**src/rtl/uart_rx_pkg.sv**
```systemverilog
package uart_rx_pkg;

    localparam int DATA_W   = 8;
    localparam int MIN_BITS = 5;
    localparam int LEN_SPAN = DATA_W - MIN_BITS;

    typedef enum logic [2:0] {
        ST_IDLE,
        ST_START,
        ST_DATA,
        ST_PARITY,
        ST_STOP,
        ST_HOLD
    } rx_state_t;

    typedef enum logic [1:0] {
        PM_CHECK = 2'b00,
        PM_FORCE = 2'b01,
        PM_NONE  = 2'b10,
        PM_ADDR  = 2'b11
    } par_mode_t;

    typedef struct packed {
        logic [1:0] len;
        par_mode_t  mode;
        logic       sel;
    } rx_cfg_t;

endpackage

```
**src/rtl/uart_rx_line_sync.sv**
```systemverilog
module uart_rx_line_sync #(
    parameter int STAGES = 2
) (
    input  logic clk,
    input  logic rst_n,
    input  logic d_in,
    output logic q_out
);

    logic [STAGES-1:0] chain;

    for (genvar g = 0; g < STAGES; g++) begin : g_stage
        if (g == 0) begin : g_first
            always_ff @(posedge clk or negedge rst_n) begin
                if (!rst_n) chain[g] <= 1'b1;
                else        chain[g] <= d_in;
            end
        end else begin : g_next
            always_ff @(posedge clk or negedge rst_n) begin
                if (!rst_n) chain[g] <= 1'b1;
                else        chain[g] <= chain[g-1];
            end
        end
    end

    assign q_out = chain[STAGES-1];

endmodule

```
**src/rtl/uart_rx_os_timer.sv**
```systemverilog
module uart_rx_os_timer #(
    parameter int OS_RATE = 16
) (
    input  logic clk,
    input  logic rst_n,
    input  logic tick,
    input  logic clear,
    output logic mid_hit,
    output logic bit_hit
);

    localparam int CNT_W = $clog2(OS_RATE);
    localparam int HALF  = OS_RATE / 2;

    logic [CNT_W-1:0] cnt;

    always_ff @(posedge clk or negedge rst_n) begin
        if (!rst_n) begin
            cnt <= '0;
        end else if (clear) begin
            cnt <= '0;
        end else if (tick) begin
            if (cnt == CNT_W'(OS_RATE - 1)) cnt <= '0;
            else                            cnt <= cnt + 1'b1;
        end
    end

    assign mid_hit = tick && (cnt == CNT_W'(HALF - 1));
    assign bit_hit = tick && (cnt == CNT_W'(OS_RATE - 1));

endmodule

```
**src/rtl/uart_rx_assembler.sv**
```systemverilog
module uart_rx_assembler
    import uart_rx_pkg::*;
(
    input  logic              clk,
    input  logic              rst_n,
    input  logic              clear,
    input  logic              shift_en,
    input  logic              bit_in,
    input  logic [1:0]        len_sel,
    output logic [DATA_W-1:0] data_out,
    output logic              par_acc,
    output logic              all_zero
);

    logic [DATA_W-1:0] shreg;
    logic              par_q;
    logic              zero_q;
    logic [3:0]        shamt;

    always_ff @(posedge clk or negedge rst_n) begin
        if (!rst_n) begin
            shreg  <= '0;
            par_q  <= 1'b0;
            zero_q <= 1'b1;
        end else if (clear) begin
            shreg  <= '0;
            par_q  <= 1'b0;
            zero_q <= 1'b1;
        end else if (shift_en) begin
            shreg  <= {bit_in, shreg[DATA_W-1:1]};
            par_q  <= par_q ^ bit_in;
            zero_q <= zero_q & ~bit_in;
        end
    end

    // First bit entered at the top; shift down so bit 0 lands at position 0.
    always_comb begin
        shamt    = 4'(LEN_SPAN) - {2'b00, len_sel};
        data_out = shreg >> shamt;
    end

    assign par_acc  = par_q;
    assign all_zero = zero_q;

endmodule

```
**src/rtl/uart_rx_framer.sv**
```systemverilog
module uart_rx_framer
    import uart_rx_pkg::*;
#(
    parameter int OS_RATE     = 16,
    parameter int SYNC_STAGES = 2
) (
    input  logic       clk,
    input  logic       rst_n,
    input  logic       os_tick,
    input  logic       rx_line,
    input  logic [1:0] cfg_len,
    input  logic [1:0] cfg_parity_mode,
    input  logic       cfg_parity_sel,
    output logic       start_valid,
    output logic       rx_done,
    output logic [7:0] rx_data,
    output logic       frame_err,
    output logic       parity_err,
    output logic       break_det,
    output logic       addr_flag
);

    rx_state_t         state;
    rx_state_t         state_nxt;
    rx_cfg_t           cfg_q;
    logic              line;
    logic              mid_hit;
    logic              bit_hit;
    logic              timer_clear;
    logic              start_ok;
    logic [2:0]        bit_idx;
    logic [3:0]        nbits;
    logic              last_data;
    logic              par_bit;
    logic              perr_calc;
    logic [DATA_W-1:0] asm_data;
    logic              asm_par;
    logic              asm_zero;

    uart_rx_line_sync #(.STAGES(SYNC_STAGES)) u_sync (
        .clk   (clk),
        .rst_n (rst_n),
        .d_in  (rx_line),
        .q_out (line)
    );

    uart_rx_os_timer #(.OS_RATE(OS_RATE)) u_timer (
        .clk     (clk),
        .rst_n   (rst_n),
        .tick    (os_tick),
        .clear   (timer_clear),
        .mid_hit (mid_hit),
        .bit_hit (bit_hit)
    );

    uart_rx_assembler u_asm (
        .clk      (clk),
        .rst_n    (rst_n),
        .clear    (start_ok),
        .shift_en ((state == ST_DATA) && bit_hit),
        .bit_in   (line),
        .len_sel  (cfg_q.len),
        .data_out (asm_data),
        .par_acc  (asm_par),
        .all_zero (asm_zero)
    );

    assign start_ok    = (state == ST_START) && mid_hit && !line;
    assign timer_clear = (state == ST_IDLE) || (state == ST_HOLD) ||
                         ((state == ST_START) && mid_hit);
    assign nbits       = 4'(MIN_BITS) + {2'b00, cfg_q.len};
    assign last_data   = ({1'b0, bit_idx} == (nbits - 4'd1));

    // State register
    always_ff @(posedge clk or negedge rst_n) begin
        if (!rst_n) state <= ST_IDLE;
        else        state <= state_nxt;
    end

    // Transitions
    always_comb begin
        state_nxt = state;
        unique case (state)
            ST_IDLE: begin
                if (!line) state_nxt = ST_START;
            end
            ST_START: begin
                if (mid_hit) state_nxt = line ? ST_IDLE : ST_DATA;
            end
            ST_DATA: begin
                if (bit_hit && last_data)
                    state_nxt = (cfg_q.mode == PM_NONE) ? ST_STOP : ST_PARITY;
            end
            ST_PARITY: begin
                if (bit_hit) state_nxt = ST_STOP;
            end
            ST_STOP: begin
                if (bit_hit) state_nxt = line ? ST_IDLE : ST_HOLD;
            end
            ST_HOLD: begin
                if (line) state_nxt = ST_IDLE;
            end
            default: state_nxt = ST_IDLE;
        endcase
    end

    // Parity verdict from the latched format
    always_comb begin
        unique case (cfg_q.mode)
            PM_CHECK: perr_calc = (par_bit != (asm_par ^ cfg_q.sel));
            PM_FORCE: perr_calc = (par_bit != cfg_q.sel);
            PM_NONE:  perr_calc = 1'b0;
            PM_ADDR:  perr_calc = 1'b0;
            default:  perr_calc = 1'b0;
        endcase
    end

    // Outputs and datapath registers
    always_ff @(posedge clk or negedge rst_n) begin
        if (!rst_n) begin
            start_valid <= 1'b0;
            rx_done     <= 1'b0;
            rx_data     <= '0;
            frame_err   <= 1'b0;
            parity_err  <= 1'b0;
            break_det   <= 1'b0;
            addr_flag   <= 1'b0;
            cfg_q       <= '{len: 2'b00, mode: PM_CHECK, sel: 1'b0};
            bit_idx     <= '0;
            par_bit     <= 1'b0;
        end else begin
            start_valid <= 1'b0;
            rx_done     <= 1'b0;
            if (start_ok) begin
                start_valid <= 1'b1;
                cfg_q       <= '{len: cfg_len, mode: par_mode_t'(cfg_parity_mode),
                                 sel: cfg_parity_sel};
                bit_idx     <= '0;
                par_bit     <= 1'b0;
            end
            if ((state == ST_DATA) && bit_hit) begin
                bit_idx <= bit_idx + 1'b1;
            end
            if ((state == ST_PARITY) && bit_hit) begin
                par_bit <= line;
            end
            if ((state == ST_STOP) && bit_hit) begin
                rx_done    <= 1'b1;
                rx_data    <= asm_data;
                frame_err  <= !line;
                parity_err <= perr_calc;
                addr_flag  <= (cfg_q.mode == PM_ADDR) && par_bit;
                break_det  <= asm_zero && !line &&
                              ((cfg_q.mode == PM_NONE) || !par_bit);
            end
        end
    end

    // Checks on the protocol outputs
    AST_START_ONE_CYCLE: assert property (@(posedge clk) disable iff (!rst_n)
        start_valid |=> !start_valid);
    AST_DONE_ONE_CYCLE: assert property (@(posedge clk) disable iff (!rst_n)
        rx_done |=> !rx_done);
    AST_DONE_FROM_STOP: assert property (@(posedge clk) disable iff (!rst_n)
        rx_done |-> $past(state) == ST_STOP);
    AST_UPPER_ZERO: assert property (@(posedge clk) disable iff (!rst_n)
        rx_done |-> ((16'(rx_data) >> nbits) == 16'd0));
    AST_NOPAR_CLEAN: assert property (@(posedge clk) disable iff (!rst_n)
        (rx_done && cfg_q.mode == PM_NONE) |-> (!parity_err && !addr_flag));
    AST_ADDR_NO_PERR: assert property (@(posedge clk) disable iff (!rst_n)
        (rx_done && cfg_q.mode == PM_ADDR) |-> !parity_err);
    AST_BREAK_HAS_FE: assert property (@(posedge clk) disable iff (!rst_n)
        break_det |-> frame_err);
    AST_HOLD_NO_START: assert property (@(posedge clk) disable iff (!rst_n)
        (state == ST_HOLD) |=> !start_valid);
    AST_CFG_STABLE: assert property (@(posedge clk) disable iff (!rst_n)
        (state == ST_DATA || state == ST_PARITY || state == ST_STOP) |=>
            (start_valid || $stable(cfg_q)));

endmodule

```
**config.mk**
```make
export PLATFORM = sky130hd
export DESIGN_NAME = uart_rx_framer
export DESIGN_NICKNAME = d
export VERILOG_FILES = /design/src/rtl/uart_rx_pkg.sv /design/src/rtl/uart_rx_line_sync.sv /design/src/rtl/uart_rx_os_timer.sv /design/src/rtl/uart_rx_assembler.sv /design/src/rtl/uart_rx_framer.sv
export SDC_FILE = /design/constraint.sdc
export NUM_CORES = 1
export LEC_CHECK = 0
export BUFFER_PORTS_ARGS = -buffer_cell sky130_fd_sc_hd__buf_2
export CORE_MARGIN = 3
export CORE_UTILIZATION = 62
export CTS_CLUSTER_DIAMETER = 60
export DETAILED_ROUTE_END_ITERATION = 16
export GPL_TIMING_DRIVEN = 0
export PLACE_DENSITY_LB_ADDON = 0.08
export SYNTH_ARGS = -nofsm -noshare
export SYNTH_HDL_FRONTEND = slang
export SYNTH_HIERARCHICAL = 1
export SYNTH_SLANG_ARGS = --single-unit
```
**constraint.sdc**
```tcl
create_clock -name clk -period 2.7 [get_ports clk]
set_input_delay 0.405 -clock clk [delete_from_list [all_inputs] [get_ports clk]]
set_output_delay 0.405 -clock clk [all_outputs]
set_load 0.005 [all_outputs]
```
==> results.cfg, run 1 <==
[clock_tree]
clock_latency_ns = 0.34
hold_buffers = 0
cts_buffers = 5
cts.clk_slew.worst_paths_ns = 0.11
clkSinkCount = 42
clock_path_buffers = 2
cts-htree-levels = 2
cts_setup_buffers = 0
cts_tree = built
cts-root-buf = clkbuf_4
ctsResizeCount = 0

[sta]
tns_ns = 0
hold_viol = 0
slew_violations = 0
rsz0062_at_grt = no
tightest_slew_ns = 0.9043
period_needed_ns = 2.353
period_share_pct = 87.16
max_freq_ghz = 0.4249
skew_ns = 0.01178
relSlewSlack_pct = 39.71
finalSetupViolCount = 0

[yosys]
ys_warn_count = 6
synth_edf_count = 0
syn_nets = 195
syn_area_mm2 = 0.002102
synth_ff_type = dfrtp_1
ys_types = 50
syn-instance-count = 184
synth_seq_area_share_pct = 50.18
ys_ff_latch = 42
yosys-top-cells-area = dfrtp_1 (46%), mux2i_1 (10%), mux2_2 (6.4%)
avgSynthCellArea_um2 = 11.42
netlist.area_leader.share_pct = 46.43
yosysTopAreaCell = dfrtp_1
async_flop_share_pct = 100.0

[floorplanning]
die_area_mm2 = 0.004125
rows = 20
die_w_um = 64.23
start_util_pct = 66.67
pin_count = 23
die_y_um = 64.23
core-area_mm2 = 0.003153

[critical_path]
cp_max_fo = 10
crit_path_top_delay_cell = dfrtp_1
end_kind = flip-flop
crit_buf_inv = 2
cpLargestDelayFamily = simple AND/OR/NAND/NOR gates
setup.worst_path.start_class = flip-flop
crit_arrival_ns = 2.57
max_stage_delay_ns = 0.43
path_cells = ha_1, nor3b_1, nor2b_1, nand3_2, inv_1, clkbuf_1, nor2_1
reg2reg_depth = 7
worstSetupPathType = reg2reg
cp.depth = 7
worstPathRequired_ns = 2.91

[pwr]
internal_power_mw = 1.015
powerDensity_mw_per_mm2 = 584.5
seq_power_share_pct = 55.1
p_sw_share_pct = 26.14
p_leak_nw = 1.145
pwr-share-comb_pct = 14.7
total_power_mw = 1.375
vdd_ir_drop_max_v = 0.0005139
p_sw_uw = 359.3
p_clk_share_pct = 30.2

[detailed_routing]
detail_route.iter0.violations = 94
via_per_inst = 5.795
wire_per_inst_um = 15.09
drt_pass1_iterations = 4
drt-total-wl_mm = 3.893
post-route-drc-count = 0
vias = 1495
ant_nets = 0

[global_route]
grt_pass1_vias = 1542
grt_max_degree = 43
grt_pass1_wl_mm = 6.969
track_usage_pct = 21.33
grt-ovfl-total = 0
antenna_found_initial = 0

[final_layout]
final_nets = 224
diodes = 0
drive_gt1_share_pct = 29.44
utilization_pct = 74.60
final_area_mm2 = 0.002352
areaGrowthSynthToFinish_pct = 11.90
n_fill_cell = 251
most-common-layout-cells = dfrtp_1 (39), buf_2 (26), mux2i_1 (22), nor2_1 (12), mux2_2 (12)
final_common_cell = dfrtp_1

[place]
placed_area_mm2 = 0.002267
dpl.hpwl_mm = 2.845
globalplace.congestion = 0.9353
portBuffers = 22

[worst_hold_path]
hp-class = in2reg
worstHoldPathCells = 1

[outcome]
status = completed

[job]
cap_viol_max_count = 0
-- through the flow --
step	setup slack [ns]	cells	hold slack, ns
final	0.3467	258	0.1527
after global routing	0.05294	258	0.1263
after CTS	0.3482	258	0.1406
after detailed placement	0.3738	250	0.3475
after global placement	0.4639	250	0.3459
after floorplan	0.8265	184	0.1094
-- per-layer routing --
metal,GRT usage (%),vias up,part of all wire [%]
li1,-,709,-
met1,27.06,741,45
met2,36.13,35,50
met3,4.569,10,3.6
met4,7.124,0,1.8
met5,0,-,0
-- cell type report --
class                   instances  area (um^2)  area share, %
inverters                       4        15.01         0.6383
multi-input cells             128        967.2          41.12
clock buffers                   7        55.05          2.340
well taps                      44        55.05          2.340
plain buffers                  10        65.06          2.766
flip-flops and latches         42         1055          44.84
clock inverters                 1        30.03          1.277
repair buffers                 22        110.1          4.681
-- power by group through the flow --
stage | clock, mW | sequential [mW] | combinational (mW)
global placement | 0 | 0.762 | 0.191
detailed placement | 0 | 0.769 | 0.201
floorplan | 0 | 0.751 | 0.159
CTS | 0.421 | 0.757 | 0.204
finish | 0.415 | 0.758 | 0.202
global route | 0.453 | 0.767 | 0.234
-- cells in the mapped netlist (all sizes together) (2+ instances only) --
library cell / n
dfrtp: 39
a211oi: 2
mux2i: 22
nor3: 2
xor2: 2
buf: 8
nand2b: 4
o21ai: 8
ha: 2
a21oi: 11
nand2: 13
clkbuf: 2
xnor2: 3
nor3b: 2
and3: 2
inv: 4
nand3: 3
dfstp: 3
nor2: 13
nand3b: 2
mux2: 14
nor2b: 6
-- cell families (layout without fill, tap and decap cells) --
| family | after synthesis | in the layout | synth area share (%) |
|---|---|---|---|
| fa+ha+maj | 2 | 2 | 1.190 |
| flops | 42 | 42 | 50.18 |
| compound gates | 33 | 33 | 10.54 |
| buf+inv | 14 | 44 | 3.809 |
| mux | 36 | 36 | 17.98 |
| simple gates | 52 | 52 | 14.23 |
| xor+xnor | 5 | 5 | 2.084 |
-- registers in the layout, indices dropped and copies added (netlist names), 3 cells and up --
name / flops
bit_idx: 3
cfg_q: 5
rx_data: 8
state: 3
u_asm/shreg: 8
u_timer/cnt: 4
-- worst paths after layout --
path                                   end  slack [ns]       startpoint
max                         u_asm/shreg[2]        0.35   u_timer/cnt[0]
min                        u_sync/chain[0]        0.15          rx_line
max reg2reg                 u_asm/shreg[2]        0.35   u_timer/cnt[0]
min reg2reg                   u_sync/q_out        0.37  u_sync/chain[0]
max in group asynchronous       rx_data[1]        1.96            rst_n
min in group asynchronous      start_valid        0.18            rst_n
(Power assumes the default switching activity.)
==> inputs of run 2 (changes only) <==
--- a/config.mk
+++ b/config.mk
@@ -7,7 +7,7 @@
 export LEC_CHECK = 0
 export BUFFER_PORTS_ARGS = -buffer_cell sky130_fd_sc_hd__buf_2
 export CORE_MARGIN = 3
-export CORE_UTILIZATION = 62
+export CORE_UTILIZATION = 58
 export CTS_CLUSTER_DIAMETER = 60
 export DETAILED_ROUTE_END_ITERATION = 16
 export GPL_TIMING_DRIVEN = 0
==> constraint.sdc (replaced) <==
create_clock -name clk -period 2.2 [get_ports clk]
set_input_delay 0.33 -clock clk [delete_from_list [all_inputs] [get_ports clk]]
set_output_delay 0.33 -clock clk [all_outputs]
set_load 0.005 [all_outputs]
==> run 2 against run 1 <==
  * Sequential power increased by 23%
  * Flip-flop and latch count unchanged
  * Register-to-register slack got worse by 0.11 ns
  * Via count decreased by 1.3%
  * Setup slack got worse by 0.11 ns
  * Die area increased by 6.2%
  * Clock power increased by 18%
  * Sequential share of layout area about the same
  * Non-clock buffer count decreased by 1
  * Clock skew increased by 0.00087 ns
==> results.cfg, run 2 (synthesis results as in run 1) <==
[clock_tree]
clock_latency_ns = 0.35
cts_buffers = 5
clock_path_buffers = 2
cts.clk_slew.worst_paths_ns = 0.12
cts-htree-levels = 2
cts_setup_buffers = 0
cts_tree = built
hold_buffers = 0
clkSinkCount = 42
cts-root-buf = clkbuf_4

[place]
portBuffers = 22
globalplace.congestion = 0.7919
dp.cells = 252
dpl.hpwl_mm = 2.770

[critical_path]
crit_arrival_ns = 2.21
cp_max_fo = 10
setup.worst_path.start_class = flip-flop
reg2reg_depth = 7
worstSetupPathType = reg2reg
end_kind = flip-flop
worstPathRequired_ns = 2.45
r2r_end = u_asm/shreg[2]
r2r-start = u_timer/cnt[1]
rrSetupSlack_ns = 0.24

[sta]
period_share_pct = 89.09
period_needed_ns = 1.960
skew_ns = 0.01265
finalSetupViolCount = 0
rsz0062_at_grt = no
relSlewSlack_pct = 40.23
whs_ns = 0.07391
max_freq_ghz = 0.5102
hold_viol = 0
tightest_slew_ns = 0.8966
slew_violations = 0

[floorplanning]
die_area_mm2 = 0.004382
start_util_pct = 61.54
die_y_um = 66.20
rows = 21
pin_count = 23
die_w_um = 66.20
core-area_mm2 = 0.003416

[global_route]
grt_pass1_vias = 1391
antenna_found_initial = 0
grt_pass1_wl_mm = 6.527
track_usage_pct = 19.86
grt_max_degree = 43
grt-ovfl-total = 0

[final_layout]
instances_no_fill = 259
final_nets = 223
multi_input_comb_area_um2 = 972.2
most-common-layout-cells = dfrtp_1 (39), buf_2 (26), mux2i_1 (22), nor2_1 (12), mux2_2 (12)
regArea_mm2 = 0.001055
final_common_cell = dfrtp_1
drive_gt1_share_pct = 30.52
areaGrowthSynthToFinish_pct = 11.96
n_fill_cell = 262
reg.largest.list = rx_data (8), u_asm/shreg (8), cfg_q (5)
diodes = 0

[worst_hold_path]
hp-class = in2reg
holdPathEnd = u_sync/chain[0]
worstHoldPathCells = 1
min-delay-start = rx_line

[detailed_routing]
drt-total-wl_mm = 3.839
post-route-drc-count = 0
drt_pass1_iterations = 4
wire_per_inst_um = 14.82
via_per_inst = 5.699
vias = 1476
detail_route.iter0.violations = 92
ant_nets = 0

[pwr]
powerDensity_mw_per_mm2 = 711.7
p_leak_nw = 1.128
total_power_mw = 1.675
vdd_ir_drop_max_v = 0.0004523

[outcome]
status = completed

[job]
cap_viol_max_count = 0
[run 2: cell count changes in the layout (fill, tap and decap cells not counted)]
cell and change:
nor3b_1 -1, inv_1 -1, clkbuf_8 -1, clkbuf_1 -1, nor3b_2 +1, clkinvlp_4 +2
[run 2: worst max path at each step]
stage,start,endpoint,slack (ns),cells after the start
CTS,u_timer/cnt[0],par_bit,0.08,6
floorplan,u_timer/cnt[0],u_asm/shreg[0],0.33,7
detailed placement,u_timer/cnt[0],u_asm/shreg[0],-0.01,7
finish,u_timer/cnt[1],u_asm/shreg[2],0.24,7
global placement,u_timer/cnt[0],u_asm/shreg[0],0.01,7
global route,u_timer/cnt[0],u_asm/shreg[2],0.11,7
[run 2: timing repair]
item                                    CTS  global route
pin swaps                                 0             0
gates resized for setup                   0             2
endpoints found under the setup margin   10            11
[run 2: metrics by stage]
| stage | TNS [ns] | instance area [um^2] | util, % | setup slack [ns] |
|---|---|---|---|---|
| 6_report | 0 | 2354 | 68.90 | 0.2401 |
| 5_1_grt | 0 | 2354 | 68.90 | 0.1132 |
| 4_1_cts | 0 | 2345 | 68.64 | 0.08016 |
| 3_5_place_dp | -0.04740 | 2270 | 66.45 | -0.01165 |
| 3_3_place_gp | 0 | 2270 | 66.45 | 0.01067 |
| 2_1_floorplan | 0 | 2102 | - | 0.3265 |
[run 2: critical path, cell delays in order, from the launching register on]
cell,delay (ns)
dfrtp_1,0.41
ha_1,0.24
and4_2,0.33
and4bb_1,0.21
buf_2,0.18
buf_6,0.18
mux2i_1,0.25
nor2_1,0.06
[run 2: final cells by class]
type | count | share of cell area (%)
Clock inverter | 2 | 1.595
Tap cell | 46 | 2.446
Inverter | 4 | 0.7974
Buffer | 9 | 2.605
Timing Repair Buffer | 22 | 4.678
Sequential cell | 42 | 44.82
Clock buffer | 6 | 1.754
Multi-Input combinational cell | 128 | 41.31
[run 2: routing by layer]
layer,track usage [%],vias to the layer above,wire [um]
li1,-,707,-
met1,25.27,735,1731
met2,31.85,30,1900
met3,6.633,4,178
met4,6.091,0,28
met5,0,-,0
[run 2: power by group]
part | switching (mW) | internal [mW]
logic | 0.124 | 0.129
clock network | 0.251 | 0.240
registers | 0.0844 | 0.847
